`src/rtl/irqw_pkg.sv`:
```
package irqw_pkg;
    typedef enum logic [1:0] {
        PWR_RUN     = 2'd0,
        PWR_STANDBY = 2'd1,
        PWR_SLEEP2  = 2'd2,
        PWR_SLEEP1  = 2'd3
    } pwr_state_e;

    typedef enum logic [1:0] {
        SEL_FLAGS = 2'd0,
        SEL_CTRL  = 2'd1,
        SEL_PWAKE = 2'd2,
        SEL_TICK  = 2'd3
    } reg_sel_e;

    localparam int NSRC    = 6;
    localparam int SRC_FIX = 0;
    localparam int SRC_T1  = 1;
    localparam int SRC_P1  = 2;
    localparam int SRC_T2  = 3;
    localparam int SRC_SG1 = 4;
    localparam int SRC_SG2 = 5;

    localparam int EN_P1  = 0;
    localparam int EN_T1  = 1;
    localparam int EN_NMI = 2;
    localparam int EN_T2  = 5;
    localparam int EN_FIX = 6;
endpackage

```
`src/rtl/irqw_fix_tick.sv`:
```
module irqw_fix_tick #(
    parameter int SLOW_DIV = 2
) (
    input  logic clk,
    input  logic rst_n,
    input  logic base_tick_i,
    input  logic slow_i,
    output logic evt_o
);
    localparam int CW = (SLOW_DIV > 1) ? $clog2(SLOW_DIV) : 1;
    localparam logic [CW-1:0] LAST = CW'(SLOW_DIV - 1);

    logic [CW-1:0] cnt_q;

    always_ff @(posedge clk) begin
        if (!rst_n) begin
            cnt_q <= '0;
        end else if (base_tick_i) begin
            cnt_q <= (cnt_q == LAST) ? '0 : cnt_q + 1'b1;
        end
    end

    assign evt_o = base_tick_i && (!slow_i || (cnt_q == LAST));

    // a slow-rate event never comes without a base pulse
    a_r8_evt_needs_base: assert property (@(posedge clk) disable iff (!rst_n)
        evt_o |-> base_tick_i);
endmodule

```
`src/rtl/irqw_flag_bank.sv`:
```
module irqw_flag_bank #(
    parameter int N = 6
) (
    input  logic         clk,
    input  logic         rst_n,
    input  logic [N-1:0] set_i,
    input  logic         wr_i,
    input  logic [N-1:0] wr_keep_i,
    input  logic [N-1:0] en_i,
    output logic [N-1:0] flags_o,
    output logic         irq_o
);
    logic [N-1:0] flags_q;
    logic [N-1:0] keep;

    assign keep = wr_i ? wr_keep_i : '1;

    always_ff @(posedge clk) begin
        if (!rst_n) flags_q <= '0;
        else        flags_q <= (flags_q & keep) | set_i;
    end

    assign flags_o = flags_q;
    assign irq_o   = |(flags_q & en_i);

    // without a flag write no flag is lost
    a_r3_no_loss: assert property (@(posedge clk) disable iff (!rst_n)
        !wr_i |=> ((flags_o & $past(flags_o)) == $past(flags_o)));

    genvar g;
    generate
        for (g = 0; g < N; g++) begin : g_bit
            // a zero written with no event clears the bit
            a_r3_clear: assert property (@(posedge clk) disable iff (!rst_n)
                (wr_i && !wr_keep_i[g] && !set_i[g]) |=> !flags_o[g]);
            // an event always leaves its flag set
            a_r2_set: assert property (@(posedge clk) disable iff (!rst_n)
                set_i[g] |=> flags_o[g]);
        end
    endgenerate
endmodule

```
`src/rtl/irqw_pwr_fsm.sv`:
```
module irqw_pwr_fsm
    import irqw_pkg::*;
(
    input  logic       clk,
    input  logic       rst_n,
    input  logic [1:0] cmd_i,
    input  logic       irq_i,
    input  logic       nmi_i,
    input  logic       fix_i,
    input  logic       p1_i,
    output logic [1:0] state_o,
    output logic       wake_o
);
    pwr_state_e state_q, state_d;
    logic       cond;

    always_ff @(posedge clk) begin
        if (!rst_n) state_q <= PWR_RUN;
        else        state_q <= state_d;
    end

    always_comb begin
        cond   = 1'b0;
        wake_o = 1'b0;
        unique case (state_q)
            PWR_RUN:     cond = 1'b0;
            PWR_STANDBY: cond = irq_i || nmi_i || p1_i;
            PWR_SLEEP2:  cond = nmi_i || fix_i || p1_i;
            PWR_SLEEP1:  cond = p1_i;
        endcase
        wake_o = cond;
    end

    always_comb begin
        state_d = state_q;
        unique case (state_q)
            PWR_RUN:     if (cmd_i != 2'd0) state_d = pwr_state_e'(cmd_i);
            PWR_STANDBY,
            PWR_SLEEP2,
            PWR_SLEEP1:  if (cond) state_d = PWR_RUN;
        endcase
    end

    assign state_o = state_q;

    // a command taken in RUN selects that state
    a_r9_cmd: assert property (@(posedge clk) disable iff (!rst_n)
        (state_o == 2'd0 && cmd_i != 2'd0) |=> (state_o == $past(cmd_i)));
    // a wake request returns to RUN
    a_r13_wake_run: assert property (@(posedge clk) disable iff (!rst_n)
        wake_o |=> (state_o == 2'd0));
    // deep sleep is held while port 1 is quiet
    a_r12_sleep1_hold: assert property (@(posedge clk) disable iff (!rst_n)
        (state_o == 2'd3 && !p1_i) |=> (state_o == 2'd3));
    // no wake request in RUN
    a_r13_none_in_run: assert property (@(posedge clk) disable iff (!rst_n)
        (state_o == 2'd0) |-> !wake_o);
endmodule

```
`src/rtl/irq_wake_ctrl.sv`:
```
module irq_wake_ctrl
    import irqw_pkg::*;
#(
    parameter int DW       = 8,
    parameter int P1_W     = 8,
    parameter int SLOW_DIV = 2
) (
    input  logic            clk,
    input  logic            rst_n,
    input  logic            wr_en_i,
    input  logic [1:0]      wr_sel_i,
    input  logic [DW-1:0]   wr_data_i,
    input  logic            base_tick_i,
    input  logic            nmi_tick_i,
    input  logic            tmr1_evt_i,
    input  logic            tmr2_evt_i,
    input  logic            snd1_evt_i,
    input  logic            snd2_evt_i,
    input  logic [P1_W-1:0] p1_pin_i,
    input  logic [P1_W-1:0] p1_out_dir_i,
    input  logic [1:0]      pwr_cmd_i,
    output logic [NSRC-1:0] flags_o,
    output logic            irq_o,
    output logic            nmi_o,
    output logic            wake_o,
    output logic [1:0]      pwr_state_o
);
    logic            en_fix_q, en_t1_q, en_p1_q, en_t2_q, en_nmi_q;
    logic [P1_W-1:0] pwake_q;
    logic            slow_q;
    logic            nmi_q;
    logic            fix_evt, p1_low;
    logic            wr_flags;
    logic [NSRC-1:0] set_vec, en_vec;

    always_ff @(posedge clk) begin
        if (!rst_n) begin
            en_fix_q <= 1'b0;
            en_t1_q  <= 1'b0;
            en_p1_q  <= 1'b0;
            en_t2_q  <= 1'b0;
            en_nmi_q <= 1'b0;
            pwake_q  <= '0;
            slow_q   <= 1'b1;
            nmi_q    <= 1'b0;
        end else begin
            nmi_q <= nmi_tick_i && en_nmi_q;
            if (wr_en_i) begin
                unique case (reg_sel_e'(wr_sel_i))
                    SEL_FLAGS: ;
                    SEL_CTRL: begin
                        en_fix_q <= wr_data_i[EN_FIX];
                        en_t1_q  <= wr_data_i[EN_T1];
                        en_p1_q  <= wr_data_i[EN_P1];
                        en_t2_q  <= wr_data_i[EN_T2];
                        en_nmi_q <= wr_data_i[EN_NMI];
                    end
                    SEL_PWAKE: pwake_q <= wr_data_i[P1_W-1:0];
                    SEL_TICK:  slow_q  <= wr_data_i[0];
                endcase
            end
        end
    end

    irqw_fix_tick #(.SLOW_DIV(SLOW_DIV)) u_tick (
        .clk         (clk),
        .rst_n       (rst_n),
        .base_tick_i (base_tick_i),
        .slow_i      (slow_q),
        .evt_o       (fix_evt)
    );

    assign p1_low   = |(pwake_q & ~p1_out_dir_i & ~p1_pin_i);
    assign wr_flags = wr_en_i && (wr_sel_i == SEL_FLAGS);

    always_comb begin
        set_vec          = '0;
        set_vec[SRC_FIX] = fix_evt && en_fix_q;
        set_vec[SRC_T1]  = tmr1_evt_i && en_t1_q;
        set_vec[SRC_P1]  = p1_low && en_p1_q;
        set_vec[SRC_T2]  = tmr2_evt_i && en_t2_q;
        set_vec[SRC_SG1] = snd1_evt_i;
        set_vec[SRC_SG2] = snd2_evt_i;
        en_vec           = '1;
        en_vec[SRC_FIX]  = en_fix_q;
        en_vec[SRC_T1]   = en_t1_q;
        en_vec[SRC_P1]   = en_p1_q;
        en_vec[SRC_T2]   = en_t2_q;
    end

    irqw_flag_bank #(.N(NSRC)) u_flags (
        .clk       (clk),
        .rst_n     (rst_n),
        .set_i     (set_vec),
        .wr_i      (wr_flags),
        .wr_keep_i (wr_data_i[NSRC-1:0]),
        .en_i      (en_vec),
        .flags_o   (flags_o),
        .irq_o     (irq_o)
    );

    assign nmi_o = nmi_q;

    irqw_pwr_fsm u_fsm (
        .clk     (clk),
        .rst_n   (rst_n),
        .cmd_i   (pwr_cmd_i),
        .irq_i   (irq_o),
        .nmi_i   (nmi_q),
        .fix_i   (flags_o[SRC_FIX] && en_fix_q),
        .p1_i    (p1_low),
        .state_o (pwr_state_o),
        .wake_o  (wake_o)
    );

    // the interrupt line implies a pending flag
    a_r4_irq_has_flag: assert property (@(posedge clk) disable iff (!rst_n)
        irq_o |-> (flags_o != '0));
    // an NMI pulse follows an enabled tick
    a_r7_nmi_src: assert property (@(posedge clk) disable iff (!rst_n)
        nmi_o |-> $past(nmi_tick_i));
    // a masked port-1 level never sets its flag
    a_r6_masked_p1: assert property (@(posedge clk) disable iff (!rst_n)
        (!en_p1_q && !wr_flags && !flags_o[SRC_P1]) |=> !flags_o[SRC_P1]);
endmodule

```
`config.mk`:
```
export PLATFORM = sky130hd
export DESIGN_NAME = irq_wake_ctrl
export DESIGN_NICKNAME = d
export VERILOG_FILES = /design/src/rtl/irqw_pkg.sv /design/src/rtl/irqw_fix_tick.sv /design/src/rtl/irqw_flag_bank.sv /design/src/rtl/irqw_pwr_fsm.sv /design/src/rtl/irq_wake_ctrl.sv
export SDC_FILE = /design/constraint.sdc
export NUM_CORES = 1
export LEC_CHECK = 0
export ABC_CLOCK_PERIOD_IN_PS = 2000
export BUFFER_PORTS_ARGS = -buffer_cell sky130_fd_sc_hd__buf_2
export CELL_PAD_IN_SITES_DETAIL_PLACEMENT = 2
export CELL_PAD_IN_SITES_GLOBAL_PLACEMENT = 2
export CORE_MARGIN = 2
export CORE_UTILIZATION = 26
export DETAILED_ROUTE_END_ITERATION = 7
export PLACE_DENSITY = 0.74
export SETUP_SLACK_MARGIN = 0.1
export SYNTH_ARGS = -nofsm -noshare
export SYNTH_HDL_FRONTEND = slang
export SYNTH_SLANG_ARGS = --single-unit
```
`constraint.sdc`:
```
create_clock -name clk -period 2 [get_ports clk]
set_input_delay 0.1 -clock clk [delete_from_list [all_inputs] [get_ports clk]]
set_output_delay 0.1 -clock clk [all_outputs]
set_load 0.02 [all_outputs]
```
==> impl_metrics.tcl <==
set metrics [dict create \
    grt.overflow.total 0 \
    cp.arrival_ps 1630 \
    die_area_sq_mm 0.004873 \
    drv_slew 0 \
    cts_setup_buffers 0 \
    power_density_mw_per_mm2 814.3 \
    irDropWorstVdd_mv 0.3570 \
    grt_pass1_vias 1172 \
    whs_ps 21.07 \
    regToRegSetupSlack_ps 370 \
    postCtsHoldBufs 0 \
    path_clk_slew_ps 90 \
    cp_max_fo 4 \
    worstSetupPathType "reg2out" \
    fillers 492 \
    vias 1029 \
    required_ps 1900 \
    final_common_cell "buf_2" \
    track_usage 0.1521 \
    fin_skew_ps 2.936 \
    grt_antenna_before_repair 0 \
    status "completed" \
    yosysWarnings 0 \
    seq_area_sq_um 480.5 \
    fmax_ghz 0.5788 \
    syn_inst 118 \
    rows 23 \
    fp.coreArea_sq_mm 0.004086 \
    p_leak_nw 0.7211 \
    drt_iter0_markers 18 \
    synth_top_area_cell "dfxtp_1" \
    netlist_area_sq_mm 0.001126 \
    cts_buffer_depth 2 \
    drt_pass1_iterations 4 \
    portBuffers 47 \
    clock_insertion_delay_worst_skew_ps 280 \
    routed_wl_um 3489 \
    cts-root-buf "clkbuf_8" \
    multiInputGateArea_sq_um 621.8 \
    initial_core_util 0.2756 \
    seq_area_frac_synth 0.4267 \
    wl_per_cell_um 16.15 \
    detail-route-antenna-nets 0 \
    grt_max_degree 27 \
    timing_hold_violations_final 0 \
    num_antenna_cells 0 \
    cts_buffers 3 \
    final_cell_mix "buf_2, dfxtp_1, mux2i_1, nor2b_1, nand2_1" \
    die_x_um 69.81 \
    area_growth_pct 31.67 \
    rsz0062_at_grt "false" \
    cts_tree "yes" \
    post_drt_via_cell_ratio 4.764 \
    finalSetupViolCount 0 \
    postSynthAreaPerCell_sq_um 9.543 \
    fp.dieH_um 69.81 \
    io_pins 48 \
    synth_top_cell_area_share 0.4267 \
    finalNetCount 208 \
    slew_headroom 0.6093 \
    fin_crit_ps 1728 \
    worst_pin_slew_ps 584.2 \
    drc_errors 0 \
    place_congestion 0.7042 \
    hold_class "in2reg" \
    critical_path.endpoint_type "primary output" \
    finalCritPeriodShare 0.8638 \
    ys_types 28 \
    cts.htree.levels 1 \
    tns_ps 0 \
    ys_seq_elements 24 \
    cts_resized 0 \
    max-cap-violations 0 \
    dp_hpwl_um 2763 \
    synth_area_leaders "dfxtp_1, mux2i_1, nor2b_1, ha_1, o21ai_1" \
    grt_pass1_wl_um 5782 \
    start_kind "flip-flop" \
    drive_gt1_frac 0.3193 \
    clock_sinks 24 \
    syn_nets 159 \
]
[layout make-up]
type                       instances  area share
multi-input combinational         88      0.4194
sequential                        24      0.3241
timing repair buffer              47      0.1587
tap                               50     0.04219
clock buffer                       3     0.02785
clock inverter                     1     0.02025
inverter                           3    0.007595
[synthesized netlist by cell type, drive strengths merged]
cell,instances
a22o,2
a21oi,3
nand2,9
and3,1
mux2i,14
nor3b,1
nor2,8
nor2b,13
o21a,4
o21ai,8
ha,4
a21boi,4
o31a,1
xor2,1
and2,2
nand3,4
o211ai,1
clkbuf,2
nand3b,2
buf,1
a211oi,1
or3b,1
nor3,1
a2111oi,1
inv,3
dfxtp,24
a22oi,2
[state kept, by name (all words and copies together) (netlist names)]
register and cells:
en_fix_q 1, en_nmi_q 1, en_p1_q 1, en_t1_q 1
en_t2_q 1, nmi_o 1, pwake_q 8, slow_q 1
u_flags.flags_o 6, u_fsm.state_o 2, u_tick.cnt_q 1
[per-stage QoR]
| stage | cells | cell area, sq um | power (mW) | setup WS (ps) | utilization |
|---|---|---|---|---|---|
| 2_1_floorplan | 118 | 1126 | 0.6683 | 501.8 | - |
| 3_3_place_gp | 212 | 1411 | 0.7506 | 520.8 | 0.3454 |
| 3_5_place_dp | 212 | 1411 | 0.7697 | 414.1 | 0.3454 |
| 4_1_cts | 216 | 1483 | 1.223 | 246.6 | 0.3628 |
| 5_1_grt | 216 | 1483 | 1.265 | 151.1 | 0.3628 |
| 6_report | 216 | 1483 | 1.207 | 272.3 | 0.3628 |
[power by group]
| part | total [mW] | leakage, nW | switching (mW) | internal, mW |
|---|---|---|---|---|
| logic | 0.237 | 0.490 | 0.132 | 0.105 |
| clock network | 0.445 | 0.0357 | 0.177 | 0.268 |
| registers | 0.525 | 0.196 | 0.0232 | 0.502 |
| total | 1.21 | 0.721 | 0.332 | 0.875 |
[critical path: stages, from the launching register on]
cell and delay [ps]:
dfxtp_1 320, a22o_1 200, a211oi_1 180, nand3_1 190, o21ai_1 190, a21oi_1 90, buf_2 160
[path summary, 6_finish.rpt]
check,start,depth (start not counted),end
setup reg to reg,u_flags.flags_o[3]$_SDFF_PN0_,6,u_fsm.state_o[1]$_SDFFE_PN0P_
hold reg to reg,slow_q$_SDFFE_PN1P_,2,slow_q$_SDFFE_PN1P_
hold / removal,snd2_evt_i,2,u_flags.flags_o[5]$_SDFF_PN0_
setup / recovery,pwake_q[7]$_SDFFE_PN0P_,6,wake_o
[cell families after synthesis]
| group | count (synthesis) | synth area share |
|---|---|---|
| compound gates | 27 | 0.1800 |
| xor+xnor | 1 | 0.007779 |
| fa+ha+maj | 4 | 0.04445 |
| buf+inv | 6 | 0.02111 |
| flops | 24 | 0.4267 |
| mux | 14 | 0.1244 |
| simple gates | 42 | 0.1956 |
[metal layers]
layer / routed length, um / global-route usage
met1: 1489 / 0.1779
met2: 1818 / 0.2730
met3: 120 / 0.02762
met4: 60 / 0.05769
met5: 0 / 0
Power figures use the tool's default switching activity.
